[config.mk]
export PLATFORM = sky130hd
export DESIGN_NAME = rxcq_ring_writer
export DESIGN_NICKNAME = d
export VERILOG_FILES = /design/src/rtl/rxcq_pkg.sv /design/src/rtl/rxcq_slot_tracker.sv /design/src/rtl/rxcq_entry_fmt.sv /design/src/rtl/rxcq_event_regs.sv /design/src/rtl/rxcq_ring_writer.sv
export SDC_FILE = /design/constraint.sdc
export NUM_CORES = 1
export LEC_CHECK = 0
export BUFFER_PORTS_ARGS = -buffer_cell sky130_fd_sc_hd__buf_4
export CAP_MARGIN = 5
export CORE_MARGIN = 3
export CORE_UTILIZATION = 51
export DETAILED_ROUTE_END_ITERATION = 8
export PLACE_DENSITY = 0.77
export SLEW_MARGIN = 5
export SYNTH_ARGS = -nofsm -noshare
export SYNTH_HDL_FRONTEND = slang
export SYNTH_SLANG_ARGS = --single-unit
[constraint.sdc]
create_clock -name clk -period 2.7 [get_ports clk]
set_input_delay 0.27 -clock clk [delete_from_list [all_inputs] [get_ports clk]]
set_output_delay 0.27 -clock clk [all_outputs]
set_load 0.05 [all_outputs]
[src/rtl/rxcq_pkg.sv]
package rxcq_pkg;
  localparam int STAT_MAC_ERR = 0;
  localparam int STAT_TRUNC   = 1;

  typedef enum logic [1:0] {
    ACT_IDLE  = 2'd0,
    ACT_WRITE = 2'd1,
    ACT_DROP  = 2'd2
  } rx_act_e;
endpackage

[src/rtl/rxcq_slot_tracker.sv]
module rxcq_slot_tracker #(
  parameter int IDX_W    = 16,
  parameter int MAX_LOG2 = 4,
  parameter int SLOT_W   = 4,
  parameter int LOG_W    = 3
) (
  input  logic              clk,
  input  logic              rst_n,
  input  logic [LOG_W-1:0]  cfg_log2,
  input  logic              prod_wr,
  input  logic [IDX_W-1:0]  prod_wdata,
  input  logic              advance,
  output logic [IDX_W-1:0]  cons_q,
  output logic [IDX_W-1:0]  prod_q,
  output logic [SLOT_W-1:0] slot,
  output logic              pol_q,
  output logic              has_free
);
  logic [LOG_W-1:0] eff_lg;
  logic [IDX_W-1:0] ring_mask;
  logic [IDX_W-1:0] cons_inc;
  logic [IDX_W-1:0] cons_d;
  logic [IDX_W-1:0] prod_d;
  logic             pol_d;
  logic             wraps;

  always_comb begin
    eff_lg    = (cfg_log2 > LOG_W'(MAX_LOG2)) ? LOG_W'(MAX_LOG2) : cfg_log2;
    ring_mask = (IDX_W'(1) << eff_lg) - IDX_W'(1);
    slot      = SLOT_W'(cons_q & ring_mask);
    has_free  = (cons_q != prod_q);
    cons_inc  = cons_q + IDX_W'(1);
    wraps     = ((cons_inc & ring_mask) == '0);
    cons_d    = advance ? cons_inc : cons_q;
    pol_d     = (advance && wraps) ? ~pol_q : pol_q;
    prod_d    = prod_wr ? prod_wdata : prod_q;
  end

  always_ff @(posedge clk or negedge rst_n) begin
    if (!rst_n) begin
      cons_q <= '0;
      prod_q <= '0;
      pol_q  <= 1'b0;
    end else begin
      if (advance) begin
        cons_q <= cons_d;
        pol_q  <= pol_d;
      end
      if (prod_wr) begin
        prod_q <= prod_d;
      end
    end
  end
endmodule

[src/rtl/rxcq_entry_fmt.sv]
module rxcq_entry_fmt
  import rxcq_pkg::*;
#(
  parameter int LEN_W  = 14,
  parameter int SLOT_W = 4,
  parameter int ENT_W  = LEN_W + 3
) (
  input  logic              clk,
  input  logic              rst_n,
  input  rx_act_e           act,
  input  logic [SLOT_W-1:0] slot,
  input  logic [LEN_W-1:0]  len,
  input  logic              mac_err,
  input  logic              trunc,
  input  logic              pol,
  output logic              cq_we,
  output logic [SLOT_W-1:0] cq_addr,
  output logic [ENT_W-1:0]  cq_wdata
);
  logic             we_d;
  logic [ENT_W-1:0] ent_d;
  logic [1:0]       status;

  always_comb begin
    status               = '0;
    status[STAT_MAC_ERR] = mac_err;
    status[STAT_TRUNC]   = trunc;
    ent_d                = {pol, status, len};
    we_d                 = (act == ACT_WRITE);
  end

  always_ff @(posedge clk or negedge rst_n) begin
    if (!rst_n) begin
      cq_we    <= 1'b0;
      cq_addr  <= '0;
      cq_wdata <= '0;
    end else begin
      cq_we <= we_d;
      if (we_d) begin
        cq_addr  <= slot;
        cq_wdata <= ent_d;
      end
    end
  end
endmodule

[src/rtl/rxcq_event_regs.sv]
module rxcq_event_regs
  import rxcq_pkg::*;
#(
  parameter int CNT_W = 16
) (
  input  logic             clk,
  input  logic             rst_n,
  input  rx_act_e          act,
  input  logic             irq_clear,
  output logic             pend_q,
  output logic [CNT_W-1:0] drop_q
);
  logic             pend_d;
  logic             pend_en;
  logic [CNT_W-1:0] drop_d;
  logic             drop_en;

  always_comb begin
    pend_en = (act == ACT_WRITE) || irq_clear;
    pend_d  = (act == ACT_WRITE);
    drop_en = (act == ACT_DROP);
    drop_d  = drop_q + CNT_W'(1);
  end

  always_ff @(posedge clk or negedge rst_n) begin
    if (!rst_n) begin
      pend_q <= 1'b0;
      drop_q <= '0;
    end else begin
      if (pend_en) pend_q <= pend_d;
      if (drop_en) drop_q <= drop_d;
    end
  end
endmodule

[src/rtl/rxcq_ring_writer.sv]
module rxcq_ring_writer
  import rxcq_pkg::*;
#(
  parameter int IDX_W    = 16,
  parameter int LEN_W    = 14,
  parameter int MAX_LOG2 = 4,
  parameter int CNT_W    = 16,
  localparam int LOG_W   = $clog2(MAX_LOG2 + 1),
  localparam int SLOT_W  = MAX_LOG2,
  localparam int ENT_W   = LEN_W + 3
) (
  input  logic              clk,
  input  logic              rst_n,
  input  logic [LOG_W-1:0]  cfg_ring_log2,
  input  logic              dma_en,
  input  logic              prod_wr,
  input  logic [IDX_W-1:0]  prod_wdata,
  input  logic              irq_mask,
  input  logic              irq_clear,
  input  logic              pkt_valid,
  input  logic [LEN_W-1:0]  pkt_len,
  input  logic              pkt_mac_err,
  input  logic              pkt_trunc,
  output logic              cq_we,
  output logic [SLOT_W-1:0] cq_addr,
  output logic [ENT_W-1:0]  cq_wdata,
  output logic [IDX_W-1:0]  cons_idx,
  output logic [CNT_W-1:0]  drop_cnt,
  output logic              irq_pending,
  output logic              irq
);
  rx_act_e           act;
  logic [IDX_W-1:0]  prod_q;
  logic [SLOT_W-1:0] slot;
  logic              pol_q;
  logic              has_free;

  always_comb begin
    if (pkt_valid && dma_en) act = has_free ? ACT_WRITE : ACT_DROP;
    else                     act = ACT_IDLE;
  end

  rxcq_slot_tracker #(
    .IDX_W(IDX_W), .MAX_LOG2(MAX_LOG2), .SLOT_W(SLOT_W), .LOG_W(LOG_W)
  ) u_track (
    .clk(clk), .rst_n(rst_n), .cfg_log2(cfg_ring_log2),
    .prod_wr(prod_wr), .prod_wdata(prod_wdata),
    .advance(act == ACT_WRITE),
    .cons_q(cons_idx), .prod_q(prod_q), .slot(slot),
    .pol_q(pol_q), .has_free(has_free)
  );

  rxcq_entry_fmt #(
    .LEN_W(LEN_W), .SLOT_W(SLOT_W), .ENT_W(ENT_W)
  ) u_fmt (
    .clk(clk), .rst_n(rst_n), .act(act), .slot(slot),
    .len(pkt_len), .mac_err(pkt_mac_err), .trunc(pkt_trunc), .pol(pol_q),
    .cq_we(cq_we), .cq_addr(cq_addr), .cq_wdata(cq_wdata)
  );

  rxcq_event_regs #(
    .CNT_W(CNT_W)
  ) u_evt (
    .clk(clk), .rst_n(rst_n), .act(act), .irq_clear(irq_clear),
    .pend_q(irq_pending), .drop_q(drop_cnt)
  );

  assign irq = irq_pending & ~irq_mask;
endmodule

---- Word-level counts from Yosys, hierarchy flattened ----
Index checks and enable logic that the tools add are counted.
cells by class
  reductions and logical operators ........ 5
  equality and inequality tests ........... 3
  $add $sub $neg .......................... 3
  magnitude comparators ................... 1
  muxes and demuxes ....................... 3
  shifts and indexed selects .............. 1
  bitwise logic cells ..................... 5
operator list
  cell                                                                   number
  16-bit by 1-bit adder with 16-bit output, second input constant        2
  16-bit AND                                                             1
  16-bit logical NOT                                                     1
  16-bit inequality test                                                 1
  1-bit by 3-bit left shift with 16-bit output, first input constant     1
  16-bit by 2-bit subtractor with 16-bit output, second input constant   1
  4-bit AND                                                              1
  2-bit two-way mux                                                      2
  3-bit greater-than comparator, second input constant                   1
  3-bit two-way mux                                                      1
  2-bit by 1-bit equality test with 1-bit output, second input constant  1
  2-bit equality test, second input constant                             1
  1-bit logical AND                                                      2
  1-bit NOT                                                              2
  2-bit AND reduction                                                    1
  1-bit AND                                                              1
  1-bit logical OR                                                       1
storage, ports and cells
  register bits ........................... 72
  output and inout bits ................... 56
  input bits .............................. 42
  word-level logic and storage cells ...... 29

---- Logic depth before layout (Yosys ltp) ----
Gate-level depths: netlist (run 1).
  depth in word-level cells ............... 8
  depth in mapped cells ................... 10
  depth with buffers taken out ............ 7

---- Cells and area by module ----
A second synthesis (run 1) with hierarchy kept.
second synthesis, totals
  cell total of the unflattened synthesis .. 247
  area total of the unflattened synthesis .. 3,328.2 sq um
by module, submodules not included
  module             seq. area each (sq um)  area each (sq um)  times used  cells an instance
  rxcq_slot_tracker  825.8                   1,671.6            1           139
  rxcq_entry_fmt     550.5                   898.4              1           47
  rxcq_event_regs    425.4                   735.7              1           58
  rxcq_ring_writer   0.0                     22.5               1           3

---- Worst setup path before layout (run 1) ----
Ideal clock, no wire load.
  path type ............................... reg2reg
  from .................................... reg u_track.cons_q[0]
  to ...................................... reg u_evt.drop_q[9]
  cell stages (with the launch flop) ...... 8
  required time ........................... 2.559 ns
  data arrival time ....................... 2.108 ns
  clock period less this slack ............ 2.249 ns
  path slack .............................. 0.451 ns
  buffers on the path ..................... 1
  cell sequence ........................... dfrtp_1 -> buf_6 -> xor2_1 -> nor4_2 -> nand4_2 -> nor4_4 -> nand3_1 -> xnor2_1
on the way
  longest elaborated chain between the ends .. 4
RTL lines
  item                             line                     source
  start: declaration               rxcq_slot_tracker.sv:13  output logic [IDX_W-1:0] cons_q,
  start signal: assignment         rxcq_slot_tracker.sv:46  cons_q <= cons_d;
  16-bit inequality test           rxcq_slot_tracker.sv:31  has_free = (cons_q != prod_q);
  2-bit two-way mux (2 in series)  rxcq_ring_writer.sv:39   if (pkt_valid && dma_en) act = has_free ? ACT_WRITE : ACT_DROP;
  2-bit equality test              rxcq_event_regs.sv:21    drop_en = (act == ACT_DROP);
  end signal: assignment           rxcq_event_regs.sv:31    if (drop_en) drop_q <= drop_d;
  end: declaration                 rxcq_event_regs.sv:11    output logic [CNT_W-1:0] drop_q
No other way between the ends.
A chain may end at the register's enable or synchronous reset.

---- Worst setup path in the final report (run 1) ----
  from .................................... reg u_track.cons_q[7]
  to ...................................... reg u_evt.drop_q[7]
The elaborated chain is that of the path after synthesis.

==> results.sh, run 1 <==
export IMPL_finalHoldViolations=0
export IMPL_fill_cells=497
export IMPL_p_seq_share_pct=42.7
export IMPL_first_pass_iters=4
export IMPL_dp_hpwl_um=5260
export IMPL_detail_route_wl_per_cell_um=15.0
export IMPL_clockBufferDepth=2
export IMPL_antenna_found_initial=0
export IMPL_grt_setup_unrepaired="no"
export IMPL_ios=98
export IMPL_layout_common_cells="buf_4 (101), nand2_1 (76), dfrtp_1 (72), xor2_1 (28), xnor2_1 (23)"
export IMPL_synth_cell_type_count=33
export IMPL_synthCells=303
export IMPL_post_cts_setup_buffers=0
export IMPL_crit_path_end_kind="register"
export IMPL_slew_violations=0
export IMPL_crit_type="register to register"
export IMPL_synth_fp_nets=348
export IMPL_yosys_register_bits=72
export IMPL_place_area_um2=4070
export IMPL_synthFlopType="dfrtp_1"
export IMPL_clock_fmax_mhz=450
export IMPL_crit_start="u_track.cons_q[7]$_DFFE_PN0P_"
export IMPL_worstSkewPairLatency_ps=350
export IMPL_syn_area_um2=3290
export IMPL_setup_viol=0
export IMPL_hp_class="input pin to asynchronous set/reset pin"
export IMPL_ant_nets=0
export IMPL_first_iter_violations=105
export IMPL_slew_headroom_pct=41.1
export IMPL_final_common_cell="buf_4"
export IMPL_r2r_slack_ps=480
export IMPL_die_height_um=86.3
export IMPL_finClkSkew_ps=9.94
export IMPL_worstSetupStartpointType="register"
export IMPL_yosys_warnings=0
export IMPL_ys_seq_area_share_pct=54.8
export IMPL_power_per_cell_area_nw_per_um2=741
export IMPL_synth_edf_count=0
export IMPL_clockPowerShare_pct=24.6
export IMPL_nNetsFinal=448
export IMPL_overflow=0
export IMPL_gp_congestion=0.894
export IMPL_postCtsHoldBufs=0
export IMPL_vias_per_cell=5.14
export IMPL_clock_sinks=72
export IMPL_timing_rr_start="u_track.cons_q[7]$_DFFE_PN0P_"
export IMPL_cts_tree="done"
export IMPL_power_frac_comb_pct=32.7
export IMPL_drt_total_wl_um=7230
export IMPL_track_usage_pct=20.5
export IMPL_async_flop_share_pct=100
export IMPL_rows=28
export IMPL_finalCriticalPeriod_ps=2220
export IMPL_switching_power_mw=1.23
export IMPL_vias=2482
export IMPL_status="finished clean"
export IMPL_max_cap_violations=0
export IMPL_drcViolationCount=0
export IMPL_numPortBuffers=97
export IMPL_cts_root_buffer="clkbuf_8"
export IMPL_clk_pin_slew_ps=80
export IMPL_switching_share_pct=38.9
export IMPL_grt_max_degree=73
export IMPL_worst_pin_slew_ps=883
export IMPL_stdcell_area_um2=4250
export IMPL_die_w_um=86.3
export IMPL_p_leak_nw=2.18
export IMPL_post_route_period_util_pct=82.3
export IMPL_required_ps=2930
export IMPL_fin_ws_ps=479
export IMPL_cp_max_fo=9
export IMPL_place_ws_ps=459
export IMPL_antenna_cells=0
export IMPL_coreArea_um2=6100
export IMPL_cts_made_buffers=9
export IMPL_area_growth_pct=29.2
export IMPL_post_cts_resized=0
export IMPL_avgSynthCellArea_um2=10.9
export IMPL_tns_ps=0
export IMPL_worstPathArrival_ps=2450
export IMPL_drive_gt1_share_pct=34.8
export IMPL_ir_drop_mv=0.501
export IMPL_start_util_pct=54.0
export IMPL_p_int_mw=1.92
export IMPL_h_tree_depth=3
export IMPL_dieArea_um2=7450
export IMPL_grt_pass1_vias=2451
export IMPL_grt_pass1_wl_um=11900
power by group through the flow:
stage | clock (mW) | sequential, mW | combinational [mW]
final | 0.775 | 1.35 | 1.03
after global placement | 0 | 1.36 | 1.02
after floorplan | 0 | 1.68 | 0.375
after global routing | 0.848 | 1.37 | 1.10
after CTS | 0.797 | 1.34 | 1.04
after detailed placement | 0 | 1.36 | 1.03
final cells by class:
class	count	area (um2)	area share, %
flip-flops and latches	72	1800	42.4
well taps	75	93.8	2.21
inverters	6	22.5	0.530
clock inverters	6	45.0	1.06
clock buffers	10	138	3.24
repair buffers	101	758	17.8
multi-input cells	213	1390	32.8
state kept, by name, indices dropped and copies added (netlist names):
| signal | cells |
|---|---|
| u_track.cons_q | 16 |
| u_track.pol_q | 1 |
| u_evt.drop_q | 16 |
| u_fmt.cq_addr | 4 |
| u_track.prod_q | 16 |
| u_evt.pend_q | 1 |
| u_fmt.cq_wdata | 17 |
| u_fmt.cq_we | 1 |
synth_stat cells, drive strengths merged (2+ instances only):
cell type | count | area [um2]
conb | 2 | 7.51
ha | 3 | 37.5
buf | 10 | 65.1
and3 | 7 | 43.8
and4 | 3 | 27.5
nor2 | 7 | 33.8
nor3 | 4 | 20.0
nand3 | 12 | 65.1
o21ai | 4 | 20.0
dfrtp | 72 | 1800
nand4 | 11 | 75.1
mux2 | 17 | 191
xor2 | 28 | 245
nor4 | 8 | 83.8
nand2 | 76 | 285
xnor2 | 23 | 201
a21oi | 2 | 10.0
inv | 6 | 22.5
clkbuf | 2 | 7.51
critical path, stage by stage, from the launching register on:
cell     delay (ps)
dfrtp_1         520
xor2_1          230
nor4_2          340
nand4_2         260
nor4_4          450
nand3_1         160
xnor2_1         150
through the flow:
| step | utilization, % | cells | power, mW | hold slack, ps |
|---|---|---|---|---|
| final | 69.8 | 483 | 3.15 | 46.8 |
| after global placement | 66.8 | 467 | 2.39 | 448 |
| after detailed placement | 66.8 | 467 | 2.40 | 452 |
| after global routing | 69.8 | 483 | 3.32 | 95.0 |
| after CTS | 69.8 | 483 | 3.18 | 66.8 |
| after floorplan | - | 303 | 2.06 | -25.6 |
metal layers:
layer	share of wire (%)	vias to the layer above	global-route usage, %
met2	47	73	31.8
li1	-	1214	-
met5	0	-	0
met3	6.7	7	4.94
met4	1.4	0	8.92
met1	45	1188	27.7
logic make-up after synthesis:
kind of cell | Yosys count | synth area share, %
AOI/OAI and AO/OA | 9 | 1.71
xor gates and xnor gates | 51 | 13.6
adders and majority gates | 3 | 1.14
buffers and inverters | 18 | 2.89
DFF | 72 | 54.8
muxes | 17 | 5.82
other | 2 | 0.228
and+or+nand+nor | 131 | 19.9
path summary, 6_finish.rpt:
kind | to | cells past startpoint
worst max-delay path | u_evt.drop_q[7]$_DFFE_PN0N_ | 6
worst min-delay path | u_evt.drop_q[10]$_DFFE_PN0N_ | 1
worst max register to register | u_evt.drop_q[7]$_DFFE_PN0N_ | 6
worst min register to register | u_fmt.cq_addr[2]$_DFFE_PN0P_ | 2
max in group asynchronous | u_track.prod_q[10]$_DFFE_PN0P_ | 1
min in group clk | u_fmt.cq_wdata[8]$_DFFE_PN0P_ | 3
No activity file was read; power rests on OpenSTA's default activity.
==> run 2, diff against run 1 <==
ABC_AREA = 1   (was default)
CORE_UTILIZATION = 48   (was 51)
PLACE_DENSITY = 0.74   (was 0.77)
clock period = 1.92 ns   (was 2.7 ns; I/O delays follow)
==> results.sh, run 2 <==
export IMPL_drcViolationCount=0
export IMPL_finalCriticalPeriod_ps=1750
export IMPL_ios=98
export IMPL_largest_reg_flops=17
export IMPL_drt_total_wl_um=8990
export IMPL_p_seq_share_pct=39.4
export IMPL_yosysTopAreaCellShare_pct=47.7
export IMPL_hp_class="input pin to register"
export IMPL_synthFlopType="dfrtp_1"
export IMPL_power_per_cell_area_nw_per_um2=1010
export IMPL_synth_fp_nets=553
export IMPL_synthCells=508
export IMPL_dieArea_um2=8960
export IMPL_post_route_period_util_pct=91.0
export IMPL_worstSkewPairLatency_ps=340
export IMPL_multi_input_area_um2=1650
export IMPL_dp_hpwl_um=6880
export IMPL_die_w_um=94.7
export IMPL_crit_path_end_kind="register"
export IMPL_crit_type="register to register"
export IMPL_cp_max_fo=16
export IMPL_final_common_cell="nand2_1"
export IMPL_vias_per_cell=4.89
export IMPL_synthMuxAreaShare_pct=0.298
export IMPL_slew_violations=0
export IMPL_synth_top_family_by_area="simple AND/OR/NAND/NOR gates"
export IMPL_use_met3_pct=3.90
export IMPL_register_area_um2=1800
export IMPL_cts_made_buffers=9
export IMPL_area_growth_pct=28.0
export IMPL_clock_sinks=72
export IMPL_clock_fmax_mhz=573
export IMPL_use_met2_pct=35.2
export IMPL_grt_setup_unrepaired="no"
export IMPL_synth_xor_area_share_pct=4.18
export IMPL_async_flop_share_pct=100
export IMPL_synth_simple_area_share_pct=30.1
export IMPL_synth_area_top_cells="dfrtp_1 (48%), nand2_1 (21%), inv_1 (5.5%)"
export IMPL_clockPowerShare_pct=23.2
export IMPL_cts_tree="done"
export IMPL_final_util_pct=64.9
export IMPL_avgSynthCellArea_um2=7.43
export IMPL_drive_gt1_share_pct=23.0
export IMPL_p_leak_nw=2.50
export IMPL_syn_area_um2=3770
export IMPL_synth_edf_count=0
export IMPL_met1_usage_pct=28.6
export IMPL_synth_compound_area_share_pct=7.99
export IMPL_required_ps=2160
export IMPL_layout_common_cells="nand2_1 (208), buf_4 (104), dfrtp_1 (70), inv_1 (54), o21ai_0 (36)"
export IMPL_yosys_warnings=0
export IMPL_switching_share_pct=40.9
export IMPL_synth_most_common_cell="nand2_1"
export IMPL_finClkSkew_ps=8.66
export IMPL_grt_max_degree=52
export IMPL_grt_pass1_wl_um=15200
export IMPL_nNetsFinal=657
export IMPL_worstPathArrival_ps=1980
export IMPL_status="finished clean"
export IMPL_first_pass_iters=4
export IMPL_max_cap_violations=0
export IMPL_top_register="u_fmt.cq_wdata"
export IMPL_power_total_mw=4.89
export IMPL_overflow=0
export IMPL_worstSetupStartpointType="register"
export IMPL_whs_ps=14.7
export IMPL_detail_route_wl_per_cell_um=12.6
export IMPL_grt_pass1_vias=3340
export IMPL_ir_drop_mv=0.733
export IMPL_yosys_register_bits=72
export IMPL_r2r_slack_ps=170
export IMPL_power_frac_comb_pct=37.5
export IMPL_ys_seq_area_share_pct=47.7
export IMPL_synth_top_area_cell="dfrtp_1"
export IMPL_h_tree_depth=3
export IMPL_hold_start="irq_clear"
export IMPL_synthAdderAreaFrac_pct=0.994
export IMPL_place_ws_ps=146
export IMPL_synthTopCellsByCount="nand2_1 (208), dfrtp_1 (72), inv_1 (55)"
export IMPL_die_height_um=94.7
export IMPL_fin_ws_ps=173
export IMPL_timing_rr_start="u_track.cons_q[7]$_DFFE_PN0P_"
export IMPL_clockBufferDepth=2
export IMPL_ant_nets=0
export IMPL_cts_root_buffer="clkbuf_8"
export IMPL_switching_power_mw=2.00
export IMPL_numPortBuffers=97
export IMPL_setup_viol=0
export IMPL_fill_cells=675
export IMPL_post_cts_setup_buffers=0
export IMPL_vias=3499
export IMPL_first_iter_violations=169
export IMPL_track_usage_pct=21.4
export IMPL_clk_pin_slew_ps=80
export IMPL_rows=31
export IMPL_coreArea_um2=7450
export IMPL_start_util_pct=50.7
export IMPL_antenna_cells=0
export IMPL_gp_congestion=0.887
export IMPL_synth_cell_type_count=25
export IMPL_antenna_found_initial=0
export IMPL_crit_start="u_track.cons_q[7]$_DFFE_PN0P_"
export IMPL_p_int_mw=2.89
export IMPL_top_usage_layer="met2"
export IMPL_tns_ps=0
export IMPL_finalHoldViolations=0
==> run 2: what timing repair did <==
action / 4_1_cts / 5_1_grt
hold buffers: 1 / 0
endpoints found under the hold margin: 21 / 0
gates resized for setup: 0 / 4
setup endpoints to repair: 0 / 41
==> run 2: logic make-up after synthesis <==
logic type / Yosys count
AOI/OAI and AO/OA: 53
xor gates and xnor gates: 18
adders and majority gates: 3
buffers and inverters: 74
DFF: 72
muxes: 1
other: 2
and+or+nand+nor: 285
==> run 2: metal layers <==
layer  vias to the layer above  wire length (um)
li1                       1781                 -
met1                      1630              4100
met2                        82              4400
met3                         6               422
met4                         0                73
met5                         -                 0
==> run 2: area by class of cell <==
cell class,count,area share (%)
clock buffers,12,3.42
clock inverters,4,0.570
inverters,60,4.74
multi-input cells,362,34.2
flip-flops and latches,72,37.3
well taps,99,2.56
repair buffers,107,17.2
==> run 2: worst paths after layout <==
check | end | cells past startpoint
min in group asynchronous | u_track.prod_q[9]$_DFFE_PN0P_ | 2
max in group asynchronous | u_fmt.cq_addr[3]$_DFFE_PN0P_ | 3
max reg2reg | u_fmt.cq_wdata[14]$_DFFE_PN0P_ | 12
min reg2reg | u_fmt.cq_wdata[3]$_DFFE_PN0P_ | 2
min | u_evt.pend_q$_DFFE_PN0P_ | 2
max | u_fmt.cq_wdata[14]$_DFFE_PN0P_ | 12
==> run 2: power by group through the flow <==
stage               clock (mW)  sequential [mW]  combinational (mW)
finish                    1.13             1.92                1.83
global route              1.25             1.96                2.00
CTS                       1.16             1.92                1.85
detailed placement           0             1.94                1.84
global placement             0             1.93                1.81
floorplan                    0             2.49               0.668
==> run 2: metrics by stage <==
stage          cells  cell area [um2]
2_1_floorplan    508             3770
3_3_place_gp     699             4630
3_5_place_dp     699             4630
4_1_cts          716             4830
5_1_grt          716             4830
6_report         716             4830
==> run 2: critical path: stages (launching register included) <==
cell and delay [ps]:
dfrtp_1 460, inv_1 120, nand2_1 70, nand2_1 50
nor2_1 110, nand2_1 90, nor2_1 170, nand2_1 110
nand2_4 90, inv_4 40, buf_4 180, nand2_1 90
nand2_1 60
==> run 3, diff against run 2 <==
--- a/config.mk
+++ b/config.mk
@@ -17,2 +17,3 @@
 export SYNTH_HDL_FRONTEND = slang
 export SYNTH_SLANG_ARGS = --single-unit
+export TNS_END_PERCENT = 100
==> constraint.sdc (replaced) <==
create_clock -name clk -period 1.92 [get_ports clk]
set_input_delay 0.096 -clock clk [delete_from_list [all_inputs] [get_ports clk]]
set_output_delay 0.096 -clock clk [all_outputs]
set_load 0.05 [all_outputs]
==> results.sh, run 3 (same netlist as run 2, synthesis figures left out) <==
export IMPL_power_per_cell_area_nw_per_um2=994
export IMPL_use_met3_pct=5.74
export IMPL_final_common_cell="nand2_1"
export IMPL_clk_pin_slew_ps=80
export IMPL_antenna_cells=0
export IMPL_worstHoldPathCells=3
export IMPL_use_met2_pct=38.8
export IMPL_grt_setup_unrepaired="no"
export IMPL_hold_start="cfg_ring_log2[2]"
export IMPL_met1_usage_pct=29.1
export IMPL_crit_type="register to register"
export IMPL_grt_max_degree=42
export IMPL_finClkSkew_ps=11.4
export IMPL_whs_endpoint="u_fmt.cq_addr[3]$_DFFE_PN0P_"
export IMPL_first_iter_violations=209
export IMPL_timing_rr_end="u_track.cons_q[14]$_DFFE_PN0P_"
export IMPL_setup_viol=0
export IMPL_h_tree_depth=3
export IMPL_die_height_um=94.7
export IMPL_clock_fmax_mhz=569
export IMPL_p_leak_nw=2.66
export IMPL_overflow=0
export IMPL_vias=3688
export IMPL_die_w_um=94.7
export IMPL_tns_ps=0
export IMPL_r2r_slack_ps=160
export IMPL_ir_drop_mv=0.782
export IMPL_track_usage_pct=23.0
export IMPL_worstSetupStartpointType="register"
export IMPL_vias_per_cell=4.92
export IMPL_clock_sinks=72
export IMPL_start_util_pct=50.7
export IMPL_detail_route_wl_per_cell_um=13.1
export IMPL_drive_gt1_share_pct=21.7
export IMPL_drt_total_wl_um=9820
export IMPL_finalCriticalPeriod_ps=1760
export IMPL_path_common_cell="nand3_1"
export IMPL_cts_made_buffers=9
export IMPL_drcViolationCount=0
export IMPL_max_cap_violations=0
export IMPL_coreArea_um2=7450
export IMPL_finalHoldViolations=0
export IMPL_whs_ps=64.6
export IMPL_nNetsFinal=690
export IMPL_rows=31
export IMPL_antenna_found_initial=0
export IMPL_top_register="u_fmt.cq_wdata"
export IMPL_power_total_mw=5.16
export IMPL_cts_tree="done"
export IMPL_area_growth_pct=37.5
export IMPL_required_ps=2140
export IMPL_first_pass_iters=5
export IMPL_grt_pass1_vias=3576
export IMPL_worstSkewPairLatency_ps=340
export IMPL_hp_class="input pin to register"
export IMPL_dp_hpwl_um=6940
export IMPL_cp_max_fo=9
export IMPL_worstPathArrival_ps=1980
export IMPL_slew_headroom_pct=63.0
export IMPL_crit_path_end_kind="register"
export IMPL_layout_common_cells="nand2_1 (208), buf_4 (104), dfrtp_1 (70), inv_1 (54), o21ai_0 (36)"
export IMPL_grt_pass1_wl_um=16200
export IMPL_clockBufferDepth=2
export IMPL_largest_reg_flops=17
export IMPL_slew_violations=0
export IMPL_dieArea_um2=8960
export IMPL_cp_slowest_stage_delay_ps=460
export IMPL_crit_chain="ha_1, nand3_1, nor3_1, nand3_1, xor2_1, nand2_1, o21ai_1"
export IMPL_gp_congestion=0.887
export IMPL_cts_root_buffer="clkbuf_8"
export IMPL_ant_nets=0
export IMPL_timing_rr_start="u_track.cons_q[0]$_DFFE_PN0P_"
export IMPL_top_usage_layer="met2"
export IMPL_numPortBuffers=97
export IMPL_slowest_stage="dfrtp_2"
export IMPL_post_route_period_util_pct=91.6
export IMPL_worst_pin_slew_ps=555
export IMPL_ios=98
export IMPL_worst_r2r_cell_count=7
export IMPL_status="finished clean"
export IMPL_post_cts_setup_buffers=0
run 3: area by class of cell:
type | instances | area (um2)
Multi-Input combinational cell | 362 | 1650
Clock inverter | 5 | 78.8
Inverter | 60 | 229
Timing Repair Buffer | 140 | 1160
Fill cell | 625 | 2260
Clock buffer | 11 | 141
Tap cell | 99 | 124
Sequential cell | 72 | 1800
run 3: metal layers:
metal	vias up	part of all wire, %
met2	142	50
li1	1845	-
met4	0	1.6
met5	-	0
met1	1686	41
met3	15	7.3
run 3: repair_timing:
action                                  CTS  global route
endpoints found under the setup margin    0            15
hold endpoints to repair                 73             0
resized for setup                         0             4
hold buffers                             34             0
run 3: power breakdown:
part	internal, mW	total [mW]	switching [mW]
Clock	0.768	1.33	0.561
Sequential	1.72	1.93	0.203
Combinational	0.634	1.90	1.27
run 3: worst max-delay path, delay by kind of cell, from the launching register on:
kind,cells,cell delay [ps]
simple gates,4,710
flops,1,460
fa+ha+maj,1,240
xor+xnor,1,160
compound gates,1,60
run 3: how the worst max path moves through the flow:
stage | startpoint | end | slack (ps)
6_report | u_track.cons_q[0]$_DFFE_PN0P_ | u_track.cons_q[14]$_DFFE_PN0P_ | 160
3_5_place_dp | u_track.cons_q[3]$_DFFE_PN0P_ | u_evt.drop_q[2]$_DFFE_PN0N_ | 170
5_1_grt | u_track.cons_q[0]$_DFFE_PN0P_ | u_track.cons_q[14]$_DFFE_PN0P_ | 30
3_3_place_gp | u_track.cons_q[3]$_DFFE_PN0P_ | u_evt.drop_q[6]$_DFFE_PN0N_ | 180
4_1_cts | u_track.cons_q[0]$_DFFE_PN0P_ | u_track.cons_q[14]$_DFFE_PN0P_ | 140
2_1_floorplan | u_track.cons_q[0]$_DFFE_PN0P_ | u_track.cons_q[14]$_DFFE_PN0P_ | 10
run 3: through the flow:
step	setup slack [ps]	cells	utilization, %	instance area, um2
floorplan	12.0	508	-	3770
global placement	185	699	62.1	4630
detailed placement	167	699	62.1	4630
CTS	144	749	69.7	5190
global route	27.7	749	69.7	5190
finish	162	749	69.7	5190
